File: src/rtl/vld_pkg.sv
// Package vld_pkg: shared defaults and types for the strided vector load engine.
// Assumes nothing beyond being compiled before the modules that import it.
package vld_pkg;
    localparam int DEF_NUM_BANKS = 8;
    localparam int DEF_BUSY_CYC  = 6;
    localparam int DEF_MEM_LAT   = 12;
    localparam int DEF_ADDR_W    = 16;
    localparam int DEF_DATA_W    = 32;
    localparam int DEF_LEN_W     = 7;
    localparam int DEF_OUT_DEPTH = 16;
    localparam int DEF_CNT_W     = 16;

    typedef enum logic {
        LD_IDLE = 1'b0,
        LD_RUN  = 1'b1
    } ld_state_e;
endpackage

File: src/rtl/vld_addr_gen.sv
// Module vld_addr_gen: walks base, base+stride, ... for the elements still to be
// requested. Assumes load and issue are never high in the same cycle.
module vld_addr_gen #(
    parameter int ADDR_W = 16,
    parameter int LEN_W  = 7
) (
    input  logic              clk,
    input  logic              rst_n,
    input  logic              load,
    input  logic [ADDR_W-1:0] base_i,
    input  logic [ADDR_W-1:0] stride_i,
    input  logic [LEN_W-1:0]  len_i,
    input  logic              issue,
    output logic              pending,
    output logic [ADDR_W-1:0] addr
);
    logic [ADDR_W-1:0] stride_q;
    logic [LEN_W-1:0]  left_q;

    // Capture the vector on load, advance by one stride per issued element.
    always_ff @(posedge clk) begin
        if (!rst_n) begin
            addr     <= '0;
            stride_q <= '0;
            left_q   <= '0;
        end else if (load) begin
            addr     <= base_i;
            stride_q <= stride_i;
            left_q   <= len_i;
        end else if (issue) begin
            addr     <= addr + stride_q;
            left_q   <= left_q - 1'b1;
        end
    end

    assign pending = (left_q != '0);
endmodule

File: src/rtl/vld_bank_busy.sv
// Module vld_bank_busy: one down-counter per bank, loaded on access so the bank
// reads as free again BUSY_CYC cycles after it was read. Assumes BUSY_CYC >= 1.
module vld_bank_busy #(
    parameter int NUM_BANKS = 8,
    parameter int BUSY_CYC  = 6
) (
    input  logic                         clk,
    input  logic                         rst_n,
    input  logic                         acc_en,
    input  logic [$clog2(NUM_BANKS)-1:0] acc_bank,
    output logic [NUM_BANKS-1:0]         free_mask
);
    localparam int BSEL_W = $clog2(NUM_BANKS);
    localparam int TMR_W  = $clog2(BUSY_CYC + 1);
    localparam logic [TMR_W-1:0] RELOAD = TMR_W'(BUSY_CYC - 1);

    for (genvar b = 0; b < NUM_BANKS; b++) begin : g_bank
        logic [TMR_W-1:0] tmr;

        // Reload on access to this bank, otherwise count down to zero.
        always_ff @(posedge clk) begin
            if (!rst_n) begin
                tmr <= '0;
            end else if (acc_en && (acc_bank == BSEL_W'(b))) begin
                tmr <= RELOAD;
            end else if (tmr != '0) begin
                tmr <= tmr - 1'b1;
            end
        end

        assign free_mask[b] = (tmr == '0);
    end
endmodule

File: src/rtl/vld_return_buf.sv
// Module vld_return_buf: tracks requests through the fixed memory latency, tags
// returning words with their element index and queues them for the output.
// Assumes the caller only issues while space_ok is high, so the queue never overflows.
module vld_return_buf #(
    parameter int DATA_W    = 32,
    parameter int LEN_W     = 7,
    parameter int MEM_LAT   = 12,
    parameter int OUT_DEPTH = 16
) (
    input  logic              clk,
    input  logic              rst_n,
    input  logic              load,
    input  logic              issue,
    input  logic [DATA_W-1:0] rd_data,
    input  logic              out_ready,
    output logic              space_ok,
    output logic              arrive,
    output logic [LEN_W-1:0]  arr_idx,
    output logic              out_valid,
    output logic [DATA_W-1:0] out_data,
    output logic [LEN_W-1:0]  out_index
);
    localparam int PTR_W = $clog2(OUT_DEPTH);
    localparam int CRD_W = PTR_W + 1;

    logic [MEM_LAT-1:0] lat_pipe;
    logic [DATA_W-1:0]  dat_mem [OUT_DEPTH];
    logic [LEN_W-1:0]   idx_mem [OUT_DEPTH];
    logic [PTR_W-1:0]   wr_ptr, rd_ptr;
    logic [CRD_W-1:0]   fill, credit;
    logic               pop;

    // Shift a marker through the memory latency, one stage per cycle.
    always_ff @(posedge clk) begin
        if (!rst_n) begin
            lat_pipe <= '0;
        end else begin
            lat_pipe[0] <= issue;
            for (int i = 1; i < MEM_LAT; i++) lat_pipe[i] <= lat_pipe[i-1];
        end
    end

    assign arrive = lat_pipe[MEM_LAT-1];
    assign pop    = out_valid && out_ready;

    // Count arrivals within the current vector to tag each word.
    always_ff @(posedge clk) begin
        if (!rst_n || load) arr_idx <= '0;
        else if (arrive)    arr_idx <= arr_idx + 1'b1;
    end

    // Store arriving words with their index.
    always_ff @(posedge clk) begin
        if (arrive) begin
            dat_mem[wr_ptr] <= rd_data;
            idx_mem[wr_ptr] <= arr_idx;
        end
    end

    // Queue pointers, fill level and outstanding-element credit.
    always_ff @(posedge clk) begin
        if (!rst_n) begin
            wr_ptr <= '0;
            rd_ptr <= '0;
            fill   <= '0;
            credit <= '0;
        end else begin
            if (arrive) wr_ptr <= wr_ptr + 1'b1;
            if (pop)    rd_ptr <= rd_ptr + 1'b1;
            fill   <= fill + CRD_W'(arrive) - CRD_W'(pop);
            credit <= credit + CRD_W'(issue) - CRD_W'(pop);
        end
    end

    assign space_ok  = (credit < CRD_W'(OUT_DEPTH));
    assign out_valid = (fill != '0);
    assign out_data  = dat_mem[rd_ptr];
    assign out_index = idx_mem[rd_ptr];
endmodule

File: src/rtl/vld_strided_load.sv
// Module vld_strided_load: top of the strided vector load engine. Accepts a
// load when idle, issues reads as banks become free, returns elements in order
// and reports the load duration. Assumes NUM_BANKS and OUT_DEPTH are powers of
// two (NUM_BANKS >= 2), MEM_LAT >= 1 and BUSY_CYC >= 1.
module vld_strided_load
    import vld_pkg::*;
#(
    parameter int NUM_BANKS = DEF_NUM_BANKS,
    parameter int BUSY_CYC  = DEF_BUSY_CYC,
    parameter int MEM_LAT   = DEF_MEM_LAT,
    parameter int ADDR_W    = DEF_ADDR_W,
    parameter int DATA_W    = DEF_DATA_W,
    parameter int LEN_W     = DEF_LEN_W,
    parameter int OUT_DEPTH = DEF_OUT_DEPTH,
    parameter int CNT_W     = DEF_CNT_W
) (
    input  logic              clk,
    input  logic              rst_n,
    input  logic              start,
    input  logic [ADDR_W-1:0] base,
    input  logic [ADDR_W-1:0] stride,
    input  logic [LEN_W-1:0]  len,
    output logic              busy,
    output logic              rd_en,
    output logic [ADDR_W-1:0] rd_addr,
    input  logic [DATA_W-1:0] rd_data,
    output logic              out_valid,
    input  logic              out_ready,
    output logic [DATA_W-1:0] out_data,
    output logic [LEN_W-1:0]  out_index,
    output logic              done,
    output logic [CNT_W-1:0]  total_cycles
);
    localparam int BSEL_W = $clog2(NUM_BANKS);

    ld_state_e         state;
    logic [LEN_W-1:0]  len_q;
    logic [CNT_W-1:0]  cyc_cnt;
    logic              accept, issue, pending, space_ok, arrive, last_arr;
    logic [ADDR_W-1:0] cur_addr;
    logic [BSEL_W-1:0] bank_sel;
    logic [NUM_BANKS-1:0] bank_free;
    logic [LEN_W-1:0]  arr_idx;

    assign accept   = start && (state == LD_IDLE) && (len != '0);
    assign bank_sel = cur_addr[BSEL_W-1:0];
    assign issue    = (state == LD_RUN) && pending && bank_free[bank_sel] && space_ok;
    assign last_arr = arrive && (arr_idx == len_q - 1'b1);

    vld_addr_gen #(.ADDR_W(ADDR_W), .LEN_W(LEN_W)) i_addr_gen (
        .clk(clk), .rst_n(rst_n), .load(accept),
        .base_i(base), .stride_i(stride), .len_i(len),
        .issue(issue), .pending(pending), .addr(cur_addr)
    );

    vld_bank_busy #(.NUM_BANKS(NUM_BANKS), .BUSY_CYC(BUSY_CYC)) i_bank_busy (
        .clk(clk), .rst_n(rst_n), .acc_en(issue), .acc_bank(bank_sel),
        .free_mask(bank_free)
    );

    vld_return_buf #(.DATA_W(DATA_W), .LEN_W(LEN_W), .MEM_LAT(MEM_LAT),
                     .OUT_DEPTH(OUT_DEPTH)) i_return_buf (
        .clk(clk), .rst_n(rst_n), .load(accept), .issue(issue),
        .rd_data(rd_data), .out_ready(out_ready), .space_ok(space_ok),
        .arrive(arrive), .arr_idx(arr_idx), .out_valid(out_valid),
        .out_data(out_data), .out_index(out_index)
    );

    // Load sequencing: start acceptance, cycle counting and completion report.
    always_ff @(posedge clk) begin
        if (!rst_n) begin
            state        <= LD_IDLE;
            len_q        <= '0;
            cyc_cnt      <= '0;
            total_cycles <= '0;
            done         <= 1'b0;
        end else begin
            done <= 1'b0;
            if (accept) begin
                state   <= LD_RUN;
                len_q   <= len;
                cyc_cnt <= '0;
            end else if (state == LD_RUN) begin
                cyc_cnt <= cyc_cnt + 1'b1;
                if (last_arr) begin
                    state        <= LD_IDLE;
                    done         <= 1'b1;
                    total_cycles <= cyc_cnt + 1'b1;
                end
            end
        end
    end

    assign busy    = (state == LD_RUN);
    assign rd_en   = issue;
    assign rd_addr = cur_addr;
endmodule

File: config.mk
export PLATFORM = sky130hd
export DESIGN_NAME = vld_strided_load
export DESIGN_NICKNAME = d
export VERILOG_FILES = /design/src/rtl/vld_pkg.sv /design/src/rtl/vld_addr_gen.sv /design/src/rtl/vld_bank_busy.sv /design/src/rtl/vld_return_buf.sv /design/src/rtl/vld_strided_load.sv
export SDC_FILE = /design/constraint.sdc
export NUM_CORES = 1
export LEC_CHECK = 0
export ABC_AREA = 1
export BUFFER_PORTS_ARGS = -buffer_cell sky130_fd_sc_hd__buf_2
export CORE_UTILIZATION = 40
export DETAILED_ROUTE_END_ITERATION = 12
export PLACE_DENSITY_LB_ADDON = 0.15
export SLEW_MARGIN = 20
export SYNTH_ARGS = -nofsm -noshare
export SYNTH_HDL_FRONTEND = slang
export SYNTH_SLANG_ARGS = --single-unit
File: constraint.sdc
create_clock -name clk -period 3.5 [get_ports clk]
set_clock_uncertainty 0.1 [all_clocks]
set_input_delay 0.175 -clock clk [delete_from_list [all_inputs] [get_ports clk]]
set_output_delay 0.175 -clock clk [all_outputs]
set_load 0.05 [all_outputs]
; ---- Word-level counts from Yosys, hierarchy flattened
; Memory sizes are Yosys's and may differ from the RTL's. A register that Yosys moved wholly into a read port is not among the register bits.
; Cells that the tools add are included.
[totals]
n_memories = 2
latch_bits = 0
reg_bits = 141
ram_bits = 624
inputBits = 75
mem_bits_ro = 0
[classes]
n_lt_le_gt_ge = 2
n_div = 0
shift = 0
n_eq_ne = 8
addsub = 19
mul = 0
n_bitwise = 3
n_reduce_logical = 57
mux = 32
[memory_table]
columns = memory, words, width, rd, rd_clocked_by_memory_dff, wr, line
row1 = i_return_buf.dat_mem, 16, 32, 1, 1, 1, vld_return_buf.sv:27  ; logic [DATA_W-1:0] dat_mem [OUT_DEPTH];
row2 = i_return_buf.idx_mem, 16, 7, 1, 1, 1, vld_return_buf.sv:28  ; logic [LEN_W-1:0] idx_mem [OUT_DEPTH];
[ops]
columns = operator, count
row1 = 3-bit 2-to-1 mux, 16
row2 = 16-bit 2-to-1 mux, 2
row3 = 3-bit logical NOT, 9
row4 = 3-bit nonzero test, 8
row5 = 3-bit by 1-bit subtractor with 3-bit output (second input constant), 8
row6 = 2-bit nonzero test, 9
row7 = 2-bit OR reduction, 9
row8 = 16-bit by 1-bit adder with 16-bit output (second input constant), 1
row9 = 16-bit adder, 1
row10 = 4-bit 2-to-1 mux, 4
row11 = 1-bit logical AND, 15
row12 = 7-bit 2-to-1 mux, 2
row13 = 7-bit nonzero test, 2
row14 = 7-bit by 1-bit subtractor with 7-bit output (second input constant), 2
row15 = 3-bit equality test (second input constant), 4
row16 = 5-bit by 1-bit adder with 5-bit output, 2
row17 = 5-bit by 1-bit subtractor with 5-bit output, 2
row18 = 4-bit by 1-bit adder with 4-bit output (second input constant), 2
row19 = 7-bit by 1-bit adder with 7-bit output (second input constant), 1
row20 = 7-bit equality test, 1
row21 = 1-bit 2-to-1 mux, 7
row22 = 3-bit by 2-bit equality test with 1-bit output (second input constant), 2
row23 = 5-bit < comparator (second input constant), 1
row24 = 5-bit nonzero test, 1
row25 = 8 further kinds, 10

; ---- Longest topological paths before layout
; Gate-level depths: netlist of the first run.
[depth]
word_depth = 7
mapped_depth = 19
ltp_nobuf = 18

; ---- By module
; A second synthesis of the first run with hierarchy kept.
[hier_totals]
hier_cells = 3676
area_unflattened_um2 = 34718.3
[modules_own_cells]
columns = mod, n_inst, cells_each, area_each_um2
row1 = vld_return_buf, 1, 2761, 28597.4
row2 = vld_addr_gen, 1, 386, 2517.4
row3 = vld_strided_load, 1, 315, 2159.6
row4 = vld_bank_busy, 1, 214, 1443.9

; ---- Worst setup path before layout of the first run
; Ideal clock, no wire load.
[synth_path]
path_kind = reg2reg
from = reg i_return_buf.lat_pipe[11]
to = mem i_return_buf.dat_mem[11][0] (enable)
synth_period_minus_slack_ps = 3002
arrival_ps = 2466
setup_ps = 435
path_buffers = 1
t_required_ps = 2965
path_slack_ps = 498
stages_incl_launch_ff = 4
path_cell_list = dfxtp_1 > clkbuf_1 > nand2_1 > nor2_1
[synth_between]
elab_chain_len = 2
[synth_lines]
columns = element, line
row1 = from (decl), vld_return_buf.sv:26  ; logic [MEM_LAT-1:0] lat_pipe;
row2 = from (signal assigned), vld_return_buf.sv:36  ; lat_pipe <= '0;
row3 = 1-bit 2-to-1 mux, vld_return_buf.sv:54  ; if (arrive) begin
row4 = 1-bit 2-to-1 mux (not written as such), vld_return_buf.sv:55  ; dat_mem[wr_ptr] <= rd_data;
row5 = to (decl), vld_return_buf.sv:27
; No other way between the ends.

==> results of run 1 <==
## power by group
group          internal, µW  total [µW]  switching, µW
combinational          1860        5750           3890
sequential            10100       10300            226
clock                  4680        8300           3620
total                 16700       24400           7730
## final timing paths
path / endpoint
setup reg to reg: i_return_buf.credit[4]
setup / recovery: out_index[5]
hold / removal: i_addr_gen.stride_q[10]
hold reg to reg: i_return_buf.lat_pipe[1]
## area by class of cell
class | count | area (µm²)
fillers | 7250 | 42500
flip-flops and latches | 769 | 21700
multi-input cells | 1511 | 9140
clock buffers | 97 | 2130
repair buffers | 273 | 2090
well taps | 1060 | 1330
inverters | 323 | 1220
clock inverters | 52 | 435
diodes | 1 | 2.50
## critical path: stages (launching register included)
cell and delay, ns:
dfxtp_4 0.67, inv_2 0.41, buf_12 0.32, o211ai_1 0.12, nand3_1 0.08, nand2_1 0.23
buf_2 0.31
## routing by layer
metal  part of all wire [%]  GRT usage (%)
met1                     45           25.8
met2                     49           33.2
met3                    4.6           3.52
met4                    1.6           4.85
met5                  0.016              0
## cells by family after synthesis
group | after synthesis | synth area share, %
AO/OA/AOI/OAI | 662 | 11.4
flip-flops | 769 | 66.5
buffers and inverters | 471 | 5.82
AND/OR/NAND/NOR | 591 | 7.95
adder cells (fa/ha/maj) | 62 | 2.45
XOR/XNOR | 40 | 1.08
multiplexers | 156 | 4.80
## state kept, by name, indices dropped and copies added (netlist names), named ones only
register and cells:
i_addr_gen.addr 16, i_return_buf.idx_mem 112, i_bank_busy.g_bank.tmr 24, i_return_buf.rd_ptr 4, busy 1, i_return_buf.credit 5, done 1, i_return_buf.lat_pipe 12
cyc_cnt 16, i_return_buf.fill 5, i_addr_gen.stride_q 16, i_return_buf.dat_mem 512, len_q 7, i_return_buf.arr_idx 7, i_addr_gen.left_q 7, i_return_buf.wr_ptr 4
total_cycles 16
## stage by stage
step	cell area, µm²	total power, µW
5_1_grt	38000	25600
3_5_place_dp	34700	16300
6_report	38000	24400
4_1_cts	38000	24700
2_1_floorplan	32600	14800
3_3_place_gp	34700	16100
## cells in the mapped netlist, drive strengths merged (59+ instances only)
cell type | number | area (µm²)
edfxtp | 624 | 18700
inv | 321 | 1200
nand2 | 280 | 1070
o21ai | 269 | 1350
a21oi | 229 | 1150
mux2i | 156 | 1560
o211ai | 156 | 1170
dfxtp | 145 | 2900
nor2 | 141 | 542
nand3 | 116 | 621
clkbuf | 91 | 342
ha | 59 | 738
## cell usage in the layout, fill, tap and decap left out, drive strengths merged
master | netlist | routed
a211oi | 2 | 2
a21oi | 229 | 229
a22oi | 1 | 1
a31oi | 1 | 1
and2 | 1 | 1
buf | 57 | 198
bufinv | 0 | 4
clkbuf | 91 | 97
clkinv | 2 | 43
clkinvlp | 0 | 2
dfxtp | 145 | 145
diode | 0 | 1
dlygate4sd3 | 0 | 75
edfxtp | 624 | 624
fa | 3 | 3
ha | 59 | 59
inv | 321 | 326
mux2i | 156 | 156
nand2 | 280 | 280
nand3 | 116 | 116
nand3b | 4 | 4
nand4 | 22 | 22
nor2 | 141 | 141
nor3 | 18 | 18
nor3b | 1 | 1
nor4 | 2 | 2
o211a | 1 | 1
o211ai | 156 | 156
o21a | 1 | 1
o21ai | 269 | 269
o22ai | 1 | 1
o31ai | 1 | 1
or2 | 6 | 6
xnor2 | 7 | 7
xor2 | 33 | 33
==> run metrics, run 1 <==
status complete, no violations; CTS Sinks 769; Final Util between 40% and 50%; Fin Hold WS ~0.23 ns; Final Slew Violations 0; H-Tree Depth 3; CTS tree done; Final setup viols 0; Synth async-reset ratio 0%; Sum Neg Setup Slack 0 ns; pre-CTS WS 0.708 ns; Fmax 325 MHz; WP data arrival approximately 2.8 ns; FF-to-FF path depth 18; Buffers on Ports 149; Syn Inst Count about 2800; predominant post-synthesis flop cell edfxtp_1; sequential-to-total area share from yosys stat roughly 66%; Ports 150; clk buf depth 3; total wire length ~80 mm; Synth Register Bits approximately 770; leakage power 0.0141 µW; Post-DRT Antenna Nets 0; Final WS setup ~0.42 ns; Slew headroom about a third; ratio of cells with drive above 1 in the final layout between 10% and 20%; Initial Util between 40% and 50%; Die Ht between 200 and 300 µm; initial antenna violation count 3; Detailed Route Iter0 Violations 1517; hold_sp stride[10]; clock slew at reported path FFs 0.06 ns; Crit Path Class reg -> out; hold_buf cts 75; flop2flop setup slack about 0.67 ns; Vias per Instance 5.13; syn_nets 2888; drt wl/cell between 15 and 20 µm; Pre-antenna DRT Iters 5; Distinct cells, synth 45; first-pass GRT wire length approximately 120 mm; vias in the first global route about 21000; Min-Delay Path Depth 4; reg2reg start i_bank_busy.g_bank[7].tmr[1]; Yosys warning count 0; CP Launch Type flip-flop; number of synthesized flops with an enable pin about 620; worst skew pair latency around 0.63 ns; pin count of the biggest net entering global routing 157; area growth from synthesis to layout 16.7%; cell area power density 642 nW/µm²; Post-Layout Cell Count ~4000; Total GRT Usage 19.6%; Worst-Margin Slew between 1 and 1.5 ns; Post-Synthesis Cell Area about 33000 µm²; Final Critical Period roughly 3 ns; RSZ-0062 raised after global routing no; Setup Buffers After CTS 0; Die Span X about 290 µm; Nets roughly 3100; core area slightly above 80000 µm²; CTS root buffer clkbuf_16; crit path capture type output pin; Rows 104; Vias around 21000; number of gates resized after cts 0; worst-path fanout max 36; gr ovfl total 0; WP data required around 3.2 ns; Mean Syn Cell Area approximately 12 µm²; GP Congestion about 0.84; Placed Cells about 3900; fin crit share 87.9%; Peak VDD IR 432 µV; DP HPWL about 44 mm; Final Hold Fails 0; max-cap violations 0; Die Footprint ~83000 µm²; Hold Crit Class in -> reg; Num CTS Buffers a little over 80; residual DRC count 0
No activity file was read; power rests on OpenSTA's default activity.
==> run 2, diff against run 1 <==
--- a/config.mk
+++ b/config.mk
@@ -7,9 +7,10 @@
 export LEC_CHECK = 0
 export ABC_AREA = 1
 export BUFFER_PORTS_ARGS = -buffer_cell sky130_fd_sc_hd__buf_2
-export CORE_UTILIZATION = 40
+export CORE_UTILIZATION = 45
 export DETAILED_ROUTE_END_ITERATION = 12
 export PLACE_DENSITY_LB_ADDON = 0.15
+export RECOVER_POWER = 100
 export SLEW_MARGIN = 20
 export SYNTH_ARGS = -nofsm -noshare
 export SYNTH_HDL_FRONTEND = slang
==> constraint.sdc (replaced) <==
create_clock -name clk -period 3.5 [get_ports clk]
set_clock_uncertainty 0.1 [all_clocks]
set_input_delay 0.875 -clock clk [delete_from_list [all_inputs] [get_ports clk]]
set_output_delay 0.875 -clock clk [all_outputs]
set_load 0.05 [all_outputs]
==> run 2 against run 1 <==
The run now ends with max-capacitance violations, max-slew violations left. Non-clock buffer count decreased by 65. Fmax decreased by 9.4%. Cell count decreased by 4.4%. Highest routed layer is now met4.
==> run metrics, run 2 (synthesis gave the netlist of run 1 again) <==
flop2flop setup slack 0.19 ns (-0.48 ns); Initial Util 45.5% (+5.1 points); CP Launch Type flip-flop; status finished, violations left; Biggest register i_return_buf.dat_mem; worst-path fanout max 103 (+190%); H-Tree Depth 3 (unchanged); total wire length 78.3 mm (-2.6%); Vias per Instance 5.35 (+4.1%); max-cap violations 14 (+14); commonest cells after routing, fill and taps aside edfxtp_1 (624), inv_1 (312), nand2_1 (276); Ports 150 (unchanged); DP HPWL 43.2 mm (-2.4%); Die Span X 271 µm (-5.7%); CTS tree done; core area 71500 µm² (-11%); met1 wire length 33.8 mm (-6.8%); Hold Crit Class reg -> reg; top flop regs i_return_buf.dat_mem (512), i_return_buf.idx_mem (112), i_bank_busy.g_bank.tmr (24); Final Slew Violations 472 (+472); Rows 98 (-5.8%); dpl cell area 34700 µm² (+0.11%); Top Layer Used met4; leakage power 0.0136 µW (-3.5%); Buffers on Ports 149 (unchanged); commonest non-fill, non-tap cell in the layout edfxtp_1; Detail Route met3 WL 3.70 mm (unchanged); area growth from synthesis to layout 13.8%; Total GRT Usage 21.2% (+1.6 points); Vias 20900 (-0.45%); Post-DRT Antenna Nets 0 (unchanged); number of flip-flops in the largest register 512 (unchanged); worst skew pair latency 0.62 ns (about the same); met2 wire len 39.3 mm (+0.25%); Crit Path Class reg -> out; Die Footprint 73400 µm² (-11%); Slew headroom -42.0% (-75 points); cell area power density 664 nW/µm² (+3.4%); first-pass GRT wire length 121 mm (-2.3%); ratio of cells with drive above 1 in the final layout 10.1% (-2.1 points); Fmax 294 MHz (-9.4%); Setup Buffers After CTS 0 (unchanged); Worst-Margin Slew 2.13 ns (+1.12 ns); gr ovfl total 0 (unchanged); initial antenna violation count 0 (-3); vias in the first global route 20800 (-0.28%); CTS root buffer clkbuf_16; clk buf depth 3 (unchanged); Final Hold Fails 0 (unchanged); drt wl/cell 20.0 µm (+1.8%); # diodes 0 (-1); Final setup viols 0 (unchanged); pin count of the biggest net entering global routing 117 (-25%); fin crit share 97.1% (+9.2 points); GP Congestion 0.850 (+1.7%); violated checks max-capacitance violations, max-slew violations; Num CTS Buffers 81 (-2.4%); Nets 3031 (-2.2%); Die Ht 271 µm (-5.7%); fill count 6243 (-14%); Peak VDD IR 611 µV (+41%); Final Critical Period 3.40 ns (+0.321 ns); clock slew at reported path FFs 0.06 ns (about the same); CTS Sinks 769 (unchanged); Final Instance Area 37100 µm² (-2.5%); Fin Hold WS 0.303 ns (+0.0720 ns); WP data arrival 2.42 ns (-0.38 ns); crit path capture type output pin; residual DRC count 0 (unchanged); Detailed Route Iter0 Violations 1497 (-1.3%); RSZ-0062 raised after global routing yes; WP data required 2.52 ns (-0.70 ns); Pre-antenna DRT Iters 5 (unchanged)
run 2: final cells by class:
cell class / instances / area, µm² / share of cell area, %
Clock buffer: 101 / 2160 / 5.84
Tap cell: 950 / 1190 / 3.21
Inverter: 323 / 1220 / 3.28
Sequential cell: 769 / 21700 / 58.4
Timing Repair Buffer: 208 / 1290 / 3.49
Multi-Input combinational cell: 1511 / 9100 / 24.6
Clock inverter: 45 / 447 / 1.21
run 2: final timing paths:
| kind | start | endpoint | depth (start not counted) |
|---|---|---|---|
| max | flip-flop | out_data[30] | 7 |
| max reg2reg | i_return_buf.wr_ptr[1] | i_return_buf.dat_mem[13][26] | 5 |
| min | i_return_buf.lat_pipe[10] | i_return_buf.lat_pipe[11] | 2 |
| min reg2reg | i_return_buf.lat_pipe[10] | i_return_buf.lat_pipe[11] | 2 |
run 2: power by group:
part | total, µW | switching, µW | internal, µW
clock network | 8460 | 3540 | 4920
logic | 5800 | 3890 | 1910
registers | 10300 | 218 | 10100
run 2: repair_timing:
item,4_1_cts,5_1_grt
setup endpoints to repair,1,22
gates resized for setup,1,6
cloned,0,1
hold buffers,0,0
run 2: per-layer routing:
layer	vias to the layer above	GRT usage, %
met1	10200	27.4
met3	117	2.72
li1	10100	-
met4	0	5.77
met5	-	0
met2	510	37.3
run 2: critical path, cell delays in order (launching register included):
cell and delay, ns:
dfxtp_4 0.46, buf_16 0.39, a21oi_1 0.13, o21ai_0 0.12, o21ai_1 0.10, o211ai_1 0.19
nand2_1 0.13, buf_2 0.23
run 2: through the flow:
step | std cells | power, µW | util, % | setup TNS [ns] | setup slack (ns)
after floorplan | 2751 | 14800 | - | 0 | 0.498
after global placement | 3760 | 16200 | 48.6 | 0 | 0.584
after detailed placement | 3760 | 16300 | 48.6 | 0 | 0.496
after CTS | 3906 | 24800 | 52.2 | 0 | 0.0206
after global routing | 3907 | 25800 | 51.8 | -0.231 | -0.0432
final | 3907 | 24600 | 51.8 | 0 | 0.102
